**config.mk**
```make
export PLATFORM = sky130hd
export DESIGN_NAME = xbu_unpacker
export DESIGN_NICKNAME = d
export VERILOG_FILES = /design/src/rtl/xbu_pkg.sv /design/src/rtl/xbu_hdr_split.sv /design/src/rtl/xbu_scan.sv /design/src/rtl/xbu_out_reg.sv /design/src/rtl/xbu_unpacker.sv
export SDC_FILE = /design/constraint.sdc
export NUM_CORES = 1
export LEC_CHECK = 0
export BUFFER_PORTS_ARGS = -buffer_cell sky130_fd_sc_hd__buf_2
export CORE_UTILIZATION = 50
export CTS_CLUSTER_SIZE = 30
export DETAILED_ROUTE_END_ITERATION = 8
export PLACE_DENSITY = 0.76
export SYNTH_ARGS = -nofsm -noshare
export SYNTH_HDL_FRONTEND = slang
export SYNTH_SLANG_ARGS = --single-unit
```
**constraint.sdc**
```tcl
create_clock -name clk -period 10.6 [get_ports clk]
set_input_delay 1.06 -clock clk [delete_from_list [all_inputs] [get_ports clk]]
set_output_delay 1.06 -clock clk [all_outputs]
set_load 0.005 [all_outputs]
```
**src/rtl/xbu_pkg.sv**
```systemverilog
package xbu_pkg;

    localparam int PFX_W  = 2;
    localparam int FORM_W = 4;
    localparam logic [FORM_W-1:0] FORM_MIXED = 4'b1111;

    typedef enum logic [PFX_W-1:0] {
        PFX_SHORT0 = 2'b00,
        PFX_SHORT1 = 2'b01,
        PFX_HEAD   = 2'b10,
        PFX_CONT   = 2'b11
    } pfx_e;

    typedef enum logic [1:0] {
        ST_IDLE = 2'd0,
        ST_SCAN = 2'd1,
        ST_FIN  = 2'd2
    } state_e;

endpackage

```
**src/rtl/xbu_hdr_split.sv**
```systemverilog
module xbu_hdr_split
    import xbu_pkg::*;
#(
    parameter int BLOCK_W = 256,
    parameter int EXT_W   = 16,
    parameter int HDR_W   = 32,
    parameter int NUM_EXT = 14
) (
    input  logic [BLOCK_W-1:0]                blk,
    output logic                              form_ok,
    output logic [NUM_EXT-1:0][PFX_W-1:0]     pfx,
    output logic [NUM_EXT-1:0][EXT_W-1:0]     ext
);

    // Form code occupies the top bits of the header word.
    assign form_ok = (blk[HDR_W-1 -: FORM_W] == FORM_MIXED);

    for (genvar g = 0; g < NUM_EXT; g++) begin : g_lane
        assign pfx[g] = blk[g*PFX_W +: PFX_W];
        assign ext[g] = blk[HDR_W + g*EXT_W +: EXT_W];
    end

endmodule

```
**src/rtl/xbu_scan.sv**
```systemverilog
module xbu_scan
    import xbu_pkg::*;
#(
    parameter int EXT_W   = 16,
    parameter int NUM_EXT = 14,
    parameter int MAX_EXT = 6,
    parameter int IDX_W   = 4,
    parameter int LEN_W   = 3,
    parameter int DATA_W  = 96
) (
    input  logic [NUM_EXT-1:0][PFX_W-1:0] pfx,
    input  logic [NUM_EXT-1:0][EXT_W-1:0] ext,
    input  logic [IDX_W-1:0]              idx,
    output logic                          emit,
    output logic                          is_short,
    output logic [LEN_W-1:0]              len,
    output logic [DATA_W-1:0]             data,
    output logic [IDX_W-1:0]              adv,
    output logic                          lone
);

    localparam int SUM_W = $clog2(NUM_EXT + MAX_EXT + 1);

    pfx_e              cur;
    logic [LEN_W-1:0]  run;
    logic              go;
    logic [SUM_W-1:0]  pos;

    // Count continuation extents directly after the current one, up to the cap.
    always_comb begin
        cur = PFX_CONT;
        if (idx < IDX_W'(NUM_EXT)) cur = pfx_e'(pfx[idx]);
        run = '0;
        go  = 1'b1;
        pos = '0;
        for (int k = 1; k < MAX_EXT; k++) begin
            pos = SUM_W'(idx) + SUM_W'(k);
            if (go && (pos < SUM_W'(NUM_EXT)) && (pfx[pos[IDX_W-1:0]] == PFX_CONT))
                run = run + LEN_W'(1);
            else
                go = 1'b0;
        end
    end

    always_comb begin
        emit     = 1'b0;
        is_short = 1'b0;
        len      = '0;
        data     = '0;
        adv      = IDX_W'(1);
        lone     = 1'b0;
        case (cur)
            PFX_SHORT0, PFX_SHORT1: begin
                emit     = 1'b1;
                is_short = 1'b1;
                len      = LEN_W'(1);
                data     = DATA_W'({cur[0], ext[idx]});
            end
            PFX_HEAD: begin
                if (run == '0) begin
                    lone = 1'b1;
                end else begin
                    emit = 1'b1;
                    len  = run + LEN_W'(1);
                    adv  = IDX_W'(run) + IDX_W'(1);
                    for (int k = 0; k < MAX_EXT; k++) begin
                        if ((LEN_W'(k) <= run) &&
                            ((SUM_W'(idx) + SUM_W'(k)) < SUM_W'(NUM_EXT)))
                            data[DATA_W-1-k*EXT_W -: EXT_W] =
                                ext[IDX_W'(SUM_W'(idx) + SUM_W'(k))];
                    end
                end
            end
            default: begin
                // orphan continuation or pseudo-immediate space: skip
            end
        endcase
    end

endmodule

```
**src/rtl/xbu_out_reg.sv**
```systemverilog
module xbu_out_reg #(
    parameter int DATA_W = 96,
    parameter int LEN_W  = 3,
    parameter int IDX_W  = 4
) (
    input  logic              clk,
    input  logic              rst,
    input  logic              take,
    input  logic              emit,
    input  logic [DATA_W-1:0] d_data,
    input  logic              d_short,
    input  logic [LEN_W-1:0]  d_len,
    input  logic [IDX_W-1:0]  d_off,
    output logic              q_valid,
    output logic [DATA_W-1:0] q_data,
    output logic              q_short,
    output logic [LEN_W-1:0]  q_len,
    output logic [IDX_W-1:0]  q_off
);

    always_ff @(posedge clk) begin
        if (rst) begin
            q_valid <= 1'b0;
            q_data  <= '0;
            q_short <= 1'b0;
            q_len   <= '0;
            q_off   <= '0;
        end else if (take) begin
            q_valid <= emit;
            if (emit) begin
                q_data  <= d_data;
                q_short <= d_short;
                q_len   <= d_len;
                q_off   <= d_off;
            end
        end
    end

endmodule

```
**src/rtl/xbu_unpacker.sv**
```systemverilog
module xbu_unpacker
    import xbu_pkg::*;
#(
    parameter int BLOCK_W = 256,
    parameter int EXT_W   = 16,
    parameter int HDR_W   = 32,
    parameter int MAX_EXT = 6,
    localparam int NUM_EXT = (BLOCK_W - HDR_W) / EXT_W,
    localparam int IDX_W   = $clog2(NUM_EXT + 1),
    localparam int LEN_W   = $clog2(MAX_EXT + 1),
    localparam int DATA_W  = MAX_EXT * EXT_W
) (
    input  logic               clk,
    input  logic               rst,
    input  logic               load_valid,
    input  logic [BLOCK_W-1:0] load_data,
    output logic               load_ready,
    output logic               ins_valid,
    input  logic               ins_ready,
    output logic [DATA_W-1:0]  ins_data,
    output logic               ins_short,
    output logic [LEN_W-1:0]   ins_len,
    output logic [IDX_W-1:0]   ins_off,
    output logic               done,
    output logic               err
);

    state_e                          state;
    logic [BLOCK_W-1:0]              blk_q;
    logic [IDX_W-1:0]                idx;
    logic                            err_q;

    logic                            form_ok;
    logic [NUM_EXT-1:0][PFX_W-1:0]   pfx;
    logic [NUM_EXT-1:0][EXT_W-1:0]   ext;

    logic                            s_emit, s_short, s_lone;
    logic [LEN_W-1:0]                s_len;
    logic [DATA_W-1:0]               s_data;
    logic [IDX_W-1:0]                s_adv;

    logic                            step_en, finish_now, emit_ok;

    xbu_hdr_split #(
        .BLOCK_W(BLOCK_W), .EXT_W(EXT_W), .HDR_W(HDR_W), .NUM_EXT(NUM_EXT)
    ) u_split (
        .blk(blk_q), .form_ok(form_ok), .pfx(pfx), .ext(ext)
    );

    xbu_scan #(
        .EXT_W(EXT_W), .NUM_EXT(NUM_EXT), .MAX_EXT(MAX_EXT),
        .IDX_W(IDX_W), .LEN_W(LEN_W), .DATA_W(DATA_W)
    ) u_scan (
        .pfx(pfx), .ext(ext), .idx(idx),
        .emit(s_emit), .is_short(s_short), .len(s_len),
        .data(s_data), .adv(s_adv), .lone(s_lone)
    );

    // A step happens when the output slot is empty or being drained.
    assign step_en    = (state == ST_SCAN) && (!ins_valid || ins_ready);
    assign finish_now = !form_ok || (idx >= IDX_W'(NUM_EXT));
    assign emit_ok    = s_emit && !finish_now;

    xbu_out_reg #(
        .DATA_W(DATA_W), .LEN_W(LEN_W), .IDX_W(IDX_W)
    ) u_out (
        .clk(clk), .rst(rst), .take(step_en), .emit(emit_ok),
        .d_data(s_data), .d_short(s_short), .d_len(s_len), .d_off(idx),
        .q_valid(ins_valid), .q_data(ins_data), .q_short(ins_short),
        .q_len(ins_len), .q_off(ins_off)
    );

    always_ff @(posedge clk) begin
        if (rst) begin
            state <= ST_IDLE;
            blk_q <= '0;
            idx   <= '0;
            err_q <= 1'b0;
        end else begin
            case (state)
                ST_IDLE, ST_FIN: begin
                    if (load_valid) begin
                        blk_q <= load_data;
                        idx   <= '0;
                        err_q <= 1'b0;
                        state <= ST_SCAN;
                    end
                end
                ST_SCAN: begin
                    if (step_en) begin
                        if (!form_ok) begin
                            err_q <= 1'b1;
                            state <= ST_FIN;
                        end else if (idx >= IDX_W'(NUM_EXT)) begin
                            state <= ST_FIN;
                        end else begin
                            idx <= idx + s_adv;
                            if (s_lone) err_q <= 1'b1;
                        end
                    end
                end
                default: state <= ST_IDLE;
            endcase
        end
    end

    assign load_ready = (state != ST_SCAN);
    assign done       = (state == ST_FIN);
    assign err        = err_q;

endmodule

```
==> Word-level counts from Yosys, hierarchy flattened <==
Index checks and enable logic that the tools add are counted.
{ "classes": {"n_mul": 0, "n_lt_le_gt_ge": 20, "addsub": 12, "n_mux": 67, "div": 0, "n_shift": 0, "n_bitwise": 0, "eq_ne": 18, "reduce_logical": 33} }
{ "op_table": {"columns": ["operator", "count"], "rows": [
  ["$bmux W16 S4", 6],
  ["$mux W16", 12],
  ["$pmux W96 S2", 1],
  ["$mux W96", 1],
  ["$bmux W2 S4", 6],
  ["$lt A4 B5 Y1 const B", 6],
  ["$lt A5 B4 Y1 const B", 5],
  ["$mux W4", 6],
  ["$mux W2", 11],
  ["$logic_and A1 B1 Y1", 17],
  ["$mux W3", 5],
  ["$eq A2 B2 Y1 const B", 7],
  ["$mux W1", 14],
  ["$add A3 B1 Y3 const B", 4],
  ["$add A4 B2 Y5 const B", 2],
  ["$add A4 B3 Y5 const B", 2],
  ["$reduce_and A5 Y1", 2],
  ["$lt A4 B4 Y1 const B", 2],
  ["$ne A2 B2 Y1 const B", 4],
  ["$pmux W4 S2", 1],
  ["$le A1 B3 Y1 const A", 2],
  ["$le A2 B3 Y1 const A", 2],
  ["$le A3 B3 Y1 const A", 2],
  ["$ne A3 B3 Y1 const B", 2],
  ["20 further kinds", 28]
]} }
{ "word_totals": {"reg_bits": 368, "latchBits": 0, "mem_count": 0, "rom_bits": 0, "wordCells": 159, "mem_bits_rw": 0, "output_inout_bits": 108} }

==> Longest topological paths before layout <==
Gate-level depths: netlist (run 1).
{ "logic_depth": {"word_depth": 26, "mapped_depth": 33, "depth_no_buf": 28} }

==> By module <==
Synthesis (run 1) repeated with hierarchy kept, for this count alone.
{ "hier_totals": {"cells_unflattened": 2897, "hier_area_um2": 26127.6} }
{ "by_module_without_submodules": {"columns": ["module", "n_inst", "cells_per_inst", "area_per_inst_um2", "seq_area_each_um2"], "rows": [
  ["xbu_scan", 1, 1001, 10428.8, 0.0],
  ["xbu_unpacker", 1, 1166, 9223.8, 5265.0],
  ["xbu_out_reg", 1, 477, 4574.4, 2102.0],
  ["xbu_hdr_split", 1, 253, 1900.6, 0.0]
]} }

==> Worst setup path after synthesis (run 1) <==
No wires, ideal clock.
{ "synth_timing": {"kind": "register to register", "from": "register idx[1]", "to": "register idx[3]", "stages_incl_launch_ff": 30, "required_time_ns": 10.535, "setup_slack_ns": 3.189, "arrival_time_ns": 7.346, "cell_sequence": "dfxtp_1 -> clkbuf_1 -> inv_1 -> ha_1 -> clkbuf_1 -> clkbuf_1 -> clkbuf_1 -> buf_1 -> a31oi_1 -> a221oi_1 -> nor3b_1 -> ha_1 -> nand2_1 -> nor2_4 -> nor2_1 -> or2_2 -> ha_1 -> mux2_2 -> ha_1 -> nor3b_1 -> o31ai_2 -> ha_1 -> a31oi_1 -> and2_1 -> ha_1 -> a21o_1 -> a21oi_1 -> or3_1 -> a221oi_1 -> nand4b_1"} }
{ "synth_via": {"elab_chain_cells": 26, "word_cells_on_any_way": 64, "cone_classes": "add/sub: 11; order compare: 7; eq/ne: 7; mux: 28; reduce/logical: 11"} }
{ "synth_rtl": {"columns": ["item", "line", "rtl"], "rows": [
  ["start: declaration", "xbu_unpacker.sv:30", "logic [IDX_W-1:0] idx;"],
  ["start signal: assignment", "xbu_unpacker.sv:97", "idx <= idx + s_adv;"],
  ["parallel branches: the longest is 26 deep, another holds $add A4 B1 Y5", null, null]
]} }
Parallel ways; which one is timed is not known. The select of a mux whose other input is x is not followed.
A chain may end at the register's enable or synchronous reset.

==> Final worst setup path (run 1) <==
{ "layout_timing": {"from": "register idx[1]", "to": "register u_out.q_data[85]"} }
{ "layout_via": {"elab_chain_cells": 23, "word_cells_on_any_way": 71, "cone_classes": "add/sub: 9; order compare: 9; eq/ne: 7; mux: 29; reduce/logical: 17"} }
{ "layout_rtl": {"columns": ["item", "line", "rtl"], "rows": [
  ["parallel branches: the longest is 23 deep, another holds $add A4 B1 Y5", null, null],
  ["end signal: assignment", "xbu_out_reg.sv:31", "q_data <= d_data;"],
  ["end: declaration", "xbu_out_reg.sv:15", "output logic [DATA_W-1:0] q_data,"]
]} }
Parallel ways; which one is timed is not known. The select of a mux whose other input is x is not followed.

==> results of run 1 <==
[flip-flops by register name, indices dropped and copies added, names as in the netlist]
register / count
idx: 4
state: 2
u_out.q_off: 4
u_out.q_len: 3
u_out.q_valid: 1
u_out.q_data: 96
u_out.q_short: 1
err: 1
blk_q: 256
[power by group]
group          internal (W)  total (W)  switching, W
combinational      0.000162   0.000380      0.000217
clock              0.000809    0.00139      0.000577
sequential          0.00144    0.00153     0.0000889
[layer usage]
| metal | track usage | up-vias | part of all wire |
|---|---|---|---|
| li1 | - | 9423 | - |
| met1 | 0.489 | 10334 | 0.38 |
| met2 | 0.548 | 1454 | 0.44 |
| met3 | 0.0975 | 262 | 0.13 |
| met4 | 0.173 | 6 | 0.051 |
| met5 | 0 | - | 0.00044 |
[cell families (layout without fill, tap and decap cells)]
kind of cell	Yosys count	count (layout)	share of synthesized area
compound gates	604	604	0.159
xor+xnor	11	11	0.00517
fa+ha+maj	16	16	0.00933
buf+inv	237	475	0.0438
flops	368	368	0.331
mux	341	341	0.284
other cells	0	1	0
simple gates	908	908	0.167
[worst max-delay path by stage]
stage                                   to  slack (ps)
after floorplan                     idx[3]        3190
after global placement    u_out.q_data[89]        2960
after detailed placement  u_out.q_data[92]        2770
after CTS                 u_out.q_data[85]        2730
after global routing      u_out.q_data[92]        1980
final                     u_out.q_data[85]        2660
[Yosys cell counts (6+ instances only)]
| cell type | instances | area (sq um) |
|---|---|---|
| nand2_1 | 700 | 2630 |
| dfxtp_1 | 368 | 7370 |
| a21oi_1 | 363 | 1820 |
| mux4_2 | 229 | 5160 |
| clkbuf_1 | 164 | 616 |
| mux2i_1 | 84 | 841 |
| o21ai_0 | 80 | 400 |
| nor2_1 | 79 | 297 |
| nand3_1 | 41 | 205 |
| buf_2 | 30 | 150 |
| mux2_2 | 27 | 304 |
| buf_1 | 23 | 86.3 |
| a211oi_1 | 19 | 143 |
| a31oi_1 | 19 | 119 |
| a221oi_1 | 18 | 158 |
| a22oi_1 | 17 | 128 |
| ha_1 | 15 | 188 |
| and2_1 | 14 | 87.6 |
| a31o_2 | 13 | 114 |
| nor2b_1 | 12 | 75.1 |
| o31ai_1 | 12 | 90.1 |
| o21ai_1 | 11 | 55.1 |
| o21ai_2 | 11 | 96.3 |
| inv_1 | 10 | 37.5 |
| nor3_1 | 10 | 50.1 |
| nand3b_1 | 9 | 67.6 |
| and3_1 | 8 | 50.1 |
| nand4_1 | 8 | 50.1 |
| o2111ai_1 | 6 | 52.6 |
| xnor2_1 | 6 | 52.6 |
[worst min-delay path: cells and delay by family, from the launching register on]
family / cells / cell delay, ps
AOI/OAI and AO/OA: 1 / 50
and+or+nand+nor: 1 / 50
DFF: 1 / 300
[per-stage QoR]
| step | util | hold slack (ps) | total power, W | std cells | cell area (sq um) |
|---|---|---|---|---|---|
| final | 0.587 | 451 | 0.00330 | 3309 | 25500 |
| after global placement | 0.558 | 431 | 0.00191 | 3241 | 24200 |
| after global routing | 0.587 | 473 | 0.00339 | 3308 | 25500 |
| after detailed placement | 0.558 | 443 | 0.00192 | 3241 | 24200 |
| after floorplan | - | 436 | 0.00174 | 2485 | 22300 |
| after CTS | 0.587 | 450 | 0.00329 | 3308 | 25500 |
[layout make-up]
cell class | count | share of cell area
tap | 585 | 0.0287
inverter | 13 | 0.00201
timing repair buffer | 395 | 0.0806
sequential | 368 | 0.289
multi-input combinational | 1880 | 0.549
clock buffer | 44 | 0.0394
antenna | 1 | 0.0000981
clock inverter | 23 | 0.0105
[cell usage in the layout (no fill, tap or decap), types with 4 or more instances in the layout]
cell,n
a211oi_1,19
a21o_1,5
a21oi_1,363
a221oi_1,18
a22o_1,5
a22oi_1,17
a31o_2,13
a31oi_1,19
and2_1,14
and3_1,8
buf_2,366
buf_4,28
bufinv_16,5
clkbuf_1,4
clkbuf_16,39
clkinv_2,10
dfxtp_1,366
ha_1,13
inv_1,10
mux2_2,27
mux2i_1,84
mux4_2,229
nand2_1,700
nand3_1,40
nand3b_1,9
nand4_1,8
nor2_1,78
nor2b_1,12
nor3_1,9
nor3b_1,4
o2111ai_1,6
o21ai_0,80
o21ai_1,11
o21ai_2,11
o31ai_1,12
or3_1,5
==> impl_summary.md, run 1 <==
Status
The flow ran to the end, and the final reports show no timing, DRC or antenna violations.

Placed design
The congestion estimate from routability-driven global placement came to ~1. Buffers placed on the I/O ports in this run total between 300 and 400. The HPWL after detailed placement is between 60000 and 70000 um.

At the placement stage, the worst setup path has a slack of around 2800 ps.

Floorplan
The total area inside the core boundary comes to between 40000 and 50000 sq um. The initial utilization of the core area, before any placement, comes to 0.512. Row generation in the floorplan step produced 76 rows.

In this run the vertical extent of the chip is approximately 210 um. The die is around 210 um wide. The overall die area is roughly 45000 sq um. The number of top-level pins is 368.

Timing
The routed design could run at a clock period as short as 7940 ps. The highest clock frequency the design can meet is between 100 and 150 MHz. Adding up every negative setup slack in the final design gives 0 ps. The final count of hold timing violations was 0. The max-slew violation count is 0. After layout, the worst setup slack is ~2700 ps. Measured against its own limit, the worst slew margin works out to 0.0589.

The final clock skew is about 20 ps. Setup violations remaining at the end of the flow were counted as 0. Setup repair after global routing left no endpoint under its margin. In the finished design, the share of the clock period the worst path needs comes to 0.749. At the pin with the least slew margin, the transition time is ~1400 ps.

Cells and area
In the final layout, the share of cells above drive strength 1 is 0.284. In the final layout, the multi-input gates occupy 14000 sq um. Counting the fill cells in the layout gives between 3000 and 4000. Registers take 7370 sq um. The synthesis-to-finish area growth is 14.6%. The count of nets after finishing is 2973.

Global route
The total global routing overflow is 0. The global-route wire length before repair is around 120000 um. The pin count of the biggest net entering global routing is between 100 and 150.

The initial antenna violation count is 5. The via count of the first global-routing pass is 19672. The total global-route track usage is 0.365.

CTS
The root buffer cell is clkbuf_16. Post-CTS repair changed the size of 0 cells. TritonCTS built the clock tree. The clock sink count is between 300 and 400. The number of levels the H-tree was split into is 2. Clock tree synthesis inserted a total of 39 buffers. The number of buffers inserted by hold repair at cts is 0.

The later pin in the worst-skew pair is clocked with a latency of 570 ps. The clock-pin slew reported for the worst setup and hold paths after clock tree synthesis is about 60 ps. The post-CTS setup repair buffer count is 0. Counting along the longest clock path gives a buffer depth of 3.

Critical path
The internal reg-to-reg setup slack is 2660 ps. The terminus of the critical flop-to-flop path is u_out.q_data[85]. The standard cell with the maximum stage delay on the critical path is nand3_2.

In this design, the stage delay of the slowest critical-path cell is about 740 ps. The kind of cell adding the most delay to the critical path is simple AND/OR/NAND/NOR gates. The arrival time of the worst setup path is roughly 8400 ps. STA classifies the critical path startpoint as a flop.

The depth of the worst register-to-register path is 21. In this run the worst path has a maximum fanout of between 60 and 70. The most critical setup path has its startpoint at idx[1]. The critical path runs through a total of 21 cells. In this run the critical register-to-register path is launched from idx[1]. Among the stages of the critical path, the cell type that occurs most often is ha_1.

Walking the worst path, the cells encountered are inv_1 -> ha_4 -> buf_4 -> a31oi_1 -> a221oi_1 -> nor3b_1 -> ha_1 -> nand2_1 -> nor2_4 -> nor2_1 -> or2_2 -> ha_1 -> mux2_2 -> ha_1 -> nor3b_1 -> o31ai_2 -> ha_1 -> o21a_1 -> nand3_2 -> nand3b_1 -> o21ai_0. The count of buffer and inverter cells on the critical path is 2. Data on the critical path is required at its endpoint by approximately 11000 ps. The critical path capture point type is a flop. The classification of the worst setup path is flop to flop.

Hold path
The path class of the tightest hold or removal check is flop to flop. The start point of the worst hold path is u_out.q_data[18]. Counting instances, the worst hold path has a depth of 2. The hold-critical path endpoint is u_out.q_data[18].

Drt
After detailed routing, the number of remaining DRC violations is 0. In the routed layout, each cell is associated on average with a via count of approximately 6.5. After the first detailed-routing iteration, the DRC count stood at 3033. The overall via count from detail_route is approximately 21000. The number of iterations in the first detailed-routing pass is 6. The post-detailed-routing wire length is roughly 84000 um. Dividing the detail-routed wire length by the instance count gives 25.2 um. The detail route stage leaves a number of antenna-violating nets equal to 0.

Logic synthesis
Counting flops and latches in the post-synthesis netlist gives 368. In this run the mean area of a mapped cell was 8.96 sq um. Synthesis instantiated just over 70 different standard cells from the library. The instance count of the mapped netlist is ~2500. The number of flops mapped to enable cells by yosys is 0.

When the netlist entered floorplanning its net count stood at 2761. Summing every instance area after synthesis gives around 22000 sq um. Yosys printed 0 warnings.

The most used flip-flop cell after synthesis is dfxtp_1. The sequential share of the synthesized area is 0.331. The async set or reset register ratio after synthesis is 0.

Pwr
For this design the ratio of total power to cell area is roughly 130 nW/um^2. The highest ir drop seen on vdd is about 0.15 mV. The leakage dissipation is between 9 and 10 nW.

Job
Across the run, the number of max-cap violations was 0.
Note: power is estimated with default switching activity, not from simulation.
==> run 2, diff against run 1 <==
PLACE_DENSITY = 0.79   (was 0.76)
clock period = 7.3 ns   (was 10.6 ns; I/O delays follow)
==> impl_summary.md, run 2 (synthesis results as in run 1) <==
Critical path
The largest stage delay on the critical path is 590 ps (-150 ps). STA classifies the critical path endpoint as a flop. The worst setup path is of the flop to flop kind. The maximum fanout along the worst path is 29 (-57%). STA classifies the critical path startpoint as a flop. The cell that appears most often on the critical path is ha_1.

The count of buffer and inverter cells on the critical path came to 1 (-1). The required time at the worst-slack endpoint is 7820 ps (-3200 ps). The standard cell with the maximum stage delay on the critical path is dfxtp_4. The kind of cell adding the most delay to the critical path is adder cells. The arrival time of the worst setup path is 7300 ps (-1060 ps).

Cells and area
In the layout the commonest cells are nand2_1, dfxtp_1, buf_2. The count of nets after finishing is 2984 (+0.37%). The filler cell count is 3769 (-0.50%). The most common cell after layout, fill and taps aside is nand2_1. The number of flip-flops in the largest register was 256 (unchanged). The share of cells above drive strength 1 is 0.288 (+0.00371).

In the final layout, the registers with the most flip-flops are blk_q: 256 flops, u_out.q_data: 96 flops. Relative to the synthesized area, the layout overhead comes to 15.4%. The antenna diode instance count is 0 (-1). The register with the most flip-flops is blk_q.

Hold path
The min-delay analysis places its worst path in the category input port to flop.

Job
The number of maximum-capacitance violations came to 0 (unchanged).

Drt
The initial DRC count is 3518 (+16%). The number of iterations in the first detailed-routing pass is 7 (+1). The routed wire length per instance is 25.3 um (about the same). The remaining routing DRC violations is 0 (unchanged). The routed via count divided by cell count is 6.48 (-0.15%). The post-detailed-routing wire length is 84000 um (+0.56%).

The overall via count from detail_route is 21550 (+0.33%). The number of antenna-violating nets in the routed design came to 0 (unchanged).

CTS
The clock-pin slew reported for the worst setup and hold paths after clock tree synthesis is 60 ps (about the same). In this run the clock root is driven by a clkbuf_16. The source-to-sink clock delay at the later pin of the worst-skew pair is 580 ps (about the same). The number of levels the H-tree was split into is 2 (unchanged). The number of clock buffers inserted by TritonCTS was 41 (+5.1%). TritonCTS built the clock tree.

The clock sink count is 368 (unchanged). The maximum clock insertion buffer count is 3 (unchanged).

Timing
The highest clock frequency the design can meet is 147 MHz (+17%). The normalized max-slew margin is 0.189 (+0.130). The accumulated negative setup slack was 0 ps (unchanged). The transition time at the pin with the least slew margin is 1210 ps (-198 ps).

The total of endpoints with negative setup slack in the final report came to 0 (unchanged). The final worst setup slack was 518 ps (-2140 ps). The period utilization came to 0.929 (+0.180). The final clock skew was 22.6 ps (+2.81 ps). The final count of hold timing violations came to 0 (unchanged).

Setup repair after global routing left no endpoint under its margin. The max-slew violation count came to 0 (unchanged). The final period demand of the worst path is 6780 ps (-1160 ps).

Floorplan
The number of rows created at floorplan came to 76 (unchanged). The horizontal die dimension is 213 um (unchanged). The core box area is 43500 sq um (unchanged). The vertical extent of the die is 213 um (unchanged). The overall die area is 45400 sq um (unchanged). The number of top-level pins is 368 (unchanged). The initial core utilization is 0.512 (unchanged).

Placed design
The number of port buffers is 367 (unchanged). The routability-driven placement congestion ratio was 0.990 (-1.3%). The HPWL after detailed placement was 63300 um (-0.12%). The worst setup slack after placement is 508 ps (-2260 ps).

Global route
The total global routing overflow is 0 (unchanged). The total global-route track usage came to 0.369 (+0.00372). The pin count of the biggest net entering global routing came to 214 (+73%). The initial antenna violation count is 2 (-3). The via count of the first global-routing pass was 19885 (+1.1%). The global-route wire length before repair was 124000 um (+1.7%).

Pwr
The leakage dissipation is 9.68 nW (+1.1%). The highest ir drop seen on vdd is 0.151 mV (+4.3%). The total power is 0.00488 W (+48%). The power per cell area came to 190 nW/um^2 (+47%).

Status
The flow ran to the end, and the final reports show no timing, DRC or antenna violations.
## run 2: metrics by stage
stage	hold WS (ps)	cells	utilization	area, sq um
floorplan	436	2485	-	22300
global placement	430	3250	0.560	24300
detailed placement	440	3250	0.560	24300
CTS	368	3325	0.591	25700
global route	390	3325	0.591	25700
finish	384	3325	0.591	25700
## run 2: power breakdown
part | switching (W) | internal [W] | total [W]
logic | 0.000317 | 0.000237 | 0.000554
registers | 0.000126 | 0.00209 | 0.00222
clock network | 0.000877 | 0.00123 | 0.00211
total | 0.00132 | 0.00356 | 0.00488
## run 2: final cells by class
class,instances,area (sq um),area share
clock inverters,19,174,0.00677
repair buffers,404,2150,0.0836
inverters,13,51.3,0.00200
flip-flops and latches,368,7370,0.287
well taps,585,732,0.0285
clock buffers,56,1190,0.0465
multi-input cells,1880,14000,0.546
## run 2: worst register-to-register path: cells and delay by family, from the launching register on
family,cells,cell delay [ps]
adder cells (fa/ha/maj),6,1850
AND/OR/NAND/NOR,10,1740
AO/OA/AOI/OAI,6,1570
multiplexers,3,740
flip-flops,1,590
buffers and inverters,1,220
## run 2: repair_timing
item	in CTS	in global routing
buffers inserted	0	0
hold buffers	0	0
gates resized for setup	0	2
endpoints found under the setup margin	0	11
## run 2: worst paths after layout
kind,startpoint,slack (ps),depth (start not counted),endpoint
setup / recovery,idx[0],520,26,idx[3]
hold / removal,load_data[8],380,3,blk_q[8]
setup reg to reg,idx[0],520,26,idx[3]
hold reg to reg,u_out.q_data[88],450,2,u_out.q_data[88]
## run 2: layer usage
| metal | vias to the layer above | routed length, um | track usage | share of wire |
|---|---|---|---|---|
| li1 | 9450 | - | - | - |
| met1 | 10440 | 32500 | 0.502 | 0.39 |
| met2 | 1424 | 37100 | 0.554 | 0.44 |
| met5 | - | 13 | 0 | 0.00015 |
| met3 | 234 | 9950 | 0.0835 | 0.12 |
| met4 | 2 | 4400 | 0.177 | 0.052 |
